<file path="src/rtl/rt_pkg.sv">
package rt_pkg;
  typedef enum logic [1:0] {
    ST_IDLE  = 2'd0,
    ST_SELF  = 2'd1,
    ST_CROSS = 2'd2
  } rt_state_e;
endpackage

</file>
<file path="src/rtl/rt_seq.sv">
module rt_seq
  import rt_pkg::*;
#(
  parameter int COLS = 8,
  localparam int OW = (COLS > 1) ? $clog2(COLS) : 1
) (
  input  logic            clk_i,
  input  logic            rst_ni,
  input  logic            start_i,
  input  logic            mode_i,
  input  logic [OW-1:0]   offset_i,
  input  logic            coll_i,
  output logic [OW-1:0]   eval_off_o,
  output logic            cross_sel_o,
  output logic            busy_o,
  output logic            done_o,
  output logic [COLS-2:0] vec_o,
  output logic            hit_o
);
  localparam logic [OW-1:0] K_LAST = OW'(COLS - 1);
  localparam logic [OW-1:0] K_ONE  = OW'(1);

  rt_state_e      st_q;
  logic [OW-1:0]  k_q;
  logic [OW-1:0]  off_q;
  logic [OW-1:0]  km1;

  assign km1         = k_q - K_ONE;
  assign eval_off_o  = (st_q == ST_CROSS) ? off_q : k_q;
  assign cross_sel_o = (st_q == ST_CROSS);
  assign busy_o      = (st_q != ST_IDLE);

  always_ff @(posedge clk_i or negedge rst_ni) begin
    if (!rst_ni) begin
      st_q   <= ST_IDLE;
      k_q    <= '0;
      off_q  <= '0;
      vec_o  <= '0;
      hit_o  <= 1'b0;
      done_o <= 1'b0;
    end else begin
      unique case (st_q)
        ST_IDLE: begin
          if (start_i) begin
            done_o <= 1'b0;
            vec_o  <= '0;
            hit_o  <= 1'b0;
            off_q  <= offset_i;
            k_q    <= K_ONE;
            st_q   <= mode_i ? ST_CROSS : ST_SELF;
          end
        end
        ST_SELF: begin
          vec_o[km1] <= coll_i;
          if (k_q == K_LAST) begin
            st_q   <= ST_IDLE;
            done_o <= 1'b1;
          end else begin
            k_q <= k_q + K_ONE;
          end
        end
        ST_CROSS: begin
          hit_o  <= coll_i;
          done_o <= 1'b1;
          st_q   <= ST_IDLE;
        end
        default: st_q <= ST_IDLE;
      endcase
    end
  end


  busy_done_excl_chk: assert property (@(posedge clk_i) disable iff (!rst_ni)
    !(busy_o && done_o));

  start_busy_chk: assert property (@(posedge clk_i) disable iff (!rst_ni)
    (start_i && !busy_o) |=> busy_o);

  self_finish_chk: assert property (@(posedge clk_i) disable iff (!rst_ni)
    (st_q == ST_SELF && k_q == K_LAST) |=> (done_o && !busy_o));

  cross_one_cyc_chk: assert property (@(posedge clk_i) disable iff (!rst_ni)
    (st_q == ST_CROSS) |=> (done_o && !busy_o));

  result_hold_chk: assert property (@(posedge clk_i) disable iff (!rst_ni)
    (done_o && !start_i) |=> (done_o && $stable(vec_o) && $stable(hit_o)));

  busy_start_ign_chk: assert property (@(posedge clk_i) disable iff (!rst_ni)
    (st_q == ST_SELF && k_q != K_LAST && start_i) |=> (st_q == ST_SELF && k_q == $past(k_q) + K_ONE));
endmodule

</file>
<file path="config.mk">
export PLATFORM = sky130hd
export DESIGN_NAME = rt_seq
export DESIGN_NICKNAME = d
export VERILOG_FILES = /design/src/rtl/rt_pkg.sv /design/src/rtl/rt_seq.sv
export SDC_FILE = /design/constraint.sdc
export NUM_CORES = 1
export LEC_CHECK = 0
export BUFFER_PORTS_ARGS = -buffer_cell sky130_fd_sc_hd__buf_2
export CORE_MARGIN = 4
export CORE_UTILIZATION = 45
export CTS_CLUSTER_DIAMETER = 40
export DETAILED_ROUTE_END_ITERATION = 10
export PLACE_DENSITY = 0.66
export SYNTH_ARGS = -nofsm -noshare
export SYNTH_HDL_FRONTEND = slang
export SYNTH_SLANG_ARGS = --single-unit
export TNS_END_PERCENT = 10
</file>
<file path="constraint.sdc">
create_clock -name clk_i -period 2.4 [get_ports clk_i]
set_clock_uncertainty 0.15 [all_clocks]
set_input_delay 0 -clock clk_i [delete_from_list [all_inputs] [get_ports clk_i]]
set_output_delay 0 -clock clk_i [all_outputs]
set_load 0.1 [all_outputs]
</file>
==> metrics.cfg <==
[outcome]
status=finished with violations
violations=negative hold slack

[floorplan]
start_util_pct=47.8
die_y_um=56.9
die_w_um=56.9
die_area_um2=3240
io_pins=22
core_area_um2=2250
rows=17

[cells_and_area]
layout.nets=153
final_layout_size_suffix_gt1_share_pct=24.1
final_cells=165
area_delta_synth_final_pct=19.6
fill_cells=218
diodes=0

[routing]
viasPerCell=5.58
ant_nets=0
num_vias=921
drc=0
wirelength_mm=2.40
dr.pass1.iters=4
drt-initial-drc-count=15
wl_per_cell_um=14.6

[critical_path]
worstPathRequired_ns=2.42
worst_ep_arrival_time_ns=2.21
crit_type=reg -> reg
critPathSlowestCell=dlygate4sd3_1
r2r_cells=7
cp_cell_sequence=inv_1 -> ha_1 -> buf_4 -> nor2b_2 -> a32oi_1 -> dlygate4sd3_1 -> o21ai_0
cp_num_buf_inv=3
endpoint_kind=flop
cp_slowest_stage_delay_ns=0.56
critPathLaunchType=flop
crit_family=buffers and inverters
cp_max_fo=8
cp_num_cells=7

[sta]
final_hold_viol_count=9
max_freq_ghz=0.456
tightest_slew_ns=0.924
slew_viol_final=0
min_period_ns=2.19
setup_viol=0
slew_headroom_pct=36.7
rsz0062_at_grt=no
period_share_pct=91.4
timing.hold.ws_ns=-0.00312

[yosys]
syn_inst=111
yosys_register_bits=17
synth_top_area_share_pct=39.5
synthTopCellsByArea=dfrtp_1, ha_1, mux2_2
seq_area_frac_synth_pct=39.5
synth_cell_types=32
synth_nets=126
synth_area_um2=1080
netlist.top_cell.by_area=dfrtp_1
avgSynthCellArea_um2=9.71
yosysWarnings=0

[worst_hold_path]
hold_path_class=in -> async

[clocking]
ctsResizeCount=0
cts_buffers=3
clk-insertion-delay-late_ns=0.29
cts_setup_buffers=0
clk_path_buf_depth=2
clk_pin_slew_ns=0.10
cts_tree=built
root_buffer=clkbuf_4
htree_levels=1
cts_sinks=17

[placement]
dpl.cell_count=154
dpl.hpwl_mm=1.71
port_buffers=21
place.gp.congestion=0.847

[global_routing]
gr-total-overflow=0
grt_pass1_vias=946
grt_use_met3_pct=5.66
gr-usage-all-layers_pct=16.4
grt_antenna_before_repair=0
met2_usage_pct=26.3
met1_usage_pct=21.4
grt_max_degree=18
grt-busiest-layer=met2
grt_pass1_wl_mm=4.31

[run]
cap_violations=0

## final timing paths
kind / slack [ns] / endpoint / startpoint
setup / recovery: 0.21 / hit_o$_DFFE_PN0P_ / st_q[0]$_DFFE_PN0P_
hold / removal: -0.003 / k_q[1]$_DFFE_PN0P_ / rst_ni
setup reg to reg: 0.21 / hit_o$_DFFE_PN0P_ / st_q[0]$_DFFE_PN0P_
hold reg to reg: 0.36 / off_q[2]$_DFFE_PN0P_ / off_q[2]$_DFFE_PN0P_
max in group asynchronous: 1.82 / k_q[2]$_DFFE_PN0P_ / rst_ni
min in group clk_i: 0.03 / k_q[1]$_DFFE_PN0P_ / start_i
## placed cells by master, fill, tap and decap left out, drive strengths merged, types with 3 or more instances in the layout
master | Yosys | routed
inv | 7 | 7
ha | 7 | 7
mux2i | 4 | 4
dlygate4sd3 | 0 | 7
nand3 | 4 | 4
o21ai | 11 | 11
nand2 | 10 | 10
dfrtp | 17 | 17
nor2b | 4 | 4
mux2 | 5 | 5
a22oi | 3 | 3
nand2b | 4 | 4
buf | 6 | 23
nand4 | 3 | 3
clkbuf | 2 | 4
nor3 | 3 | 3
## cells in the mapped netlist
master / count
inv_1: 7
nand3_1: 4
o311ai_0: 1
buf_2: 5
nor3_1: 3
nand2b_1: 4
a22oi_1: 3
a32oi_1: 1
o22ai_1: 2
nor4_1: 2
o31ai_1: 1
xnor2_1: 1
mux2i_1: 4
o221ai_1: 2
xor2_4: 1
or2b_1: 1
nand4b_1: 2
nor2b_1: 3
dfrtp_1: 17
o211ai_1: 2
o21ai_0: 11
o32ai_1: 2
clkbuf_1: 2
nand2_1: 10
mux2_2: 5
nand4_1: 3
a22o_1: 1
ha_1: 7
and2_1: 1
buf_4: 1
nor2b_2: 1
nor2_1: 1
## worst register-to-register path: cells and delay by family (launching register included)
family	cells	cell delay, ns
buffers and inverters	3	0.83
DFF	1	0.43
AOI/OAI and AO/OA	2	0.24
adders and majority gates	1	0.23
and+or+nand+nor	1	0.20
## area by class of cell
type | count | area (um^2) | share of cell area (%)
repair buffers | 30 | 190 | 14.8
flip-flops and latches | 17 | 425 | 33.0
multi-input cells | 79 | 586 | 45.4
well taps | 28 | 35.0 | 2.72
inverters | 7 | 26.3 | 2.04
clock buffers | 4 | 26.3 | 2.04
## layer usage
metal	vias to the layer above	routed length (um)	part of all wire, %
met3	2	120	5.0
li1	455	-	-
met4	0	14	0.58
met5	-	0	0
met2	27	1220	51
met1	437	1050	44
## kinds of logic (layout without fill, tap and decap cells)
kind of cell	count (synthesis)	count (layout)	share of synthesized area [%]
buf+inv	15	41	6.16
flops	17	17	39.5
xor+xnor	2	2	3.37
mux	9	9	8.94
compound gates	26	26	16.1
simple gates	35	35	17.8
fa+ha+maj	7	7	8.13
## repair_timing
action / 4_1_cts / 5_1_grt
hold buffers: 7 / 0
endpoints found under the hold margin: 23 / 0
endpoints found under the setup margin: 0 / 0
## flip-flops by register name, indices dropped and copies added, names as in the netlist
signal,cells
vec_o,7
k_q,3
off_q,3
st_q,2
done_o,1
hit_o,1
## through the flow
| stage | setup slack [ns] | hold WS, ns | area (um^2) | TNS, ns | utilization (%) |
|---|---|---|---|---|---|
| final | 0.206 | -0.00312 | 1290 | 0 | 57.2 |
| after global placement | 0.453 | -0.203 | 1190 | 0 | 52.9 |
| after detailed placement | 0.329 | -0.203 | 1190 | 0 | 52.9 |
| after global routing | 0.0669 | 0.0329 | 1290 | 0 | 57.2 |
| after CTS | 0.224 | 0.00307 | 1290 | 0 | 57.2 |
| after floorplan | -0.424 | -0.446 | 1080 | -0.848 | - |
Power is not shown: default switching activity piles up to over one toggle a cycle in this logic, so the estimate is an artifact.
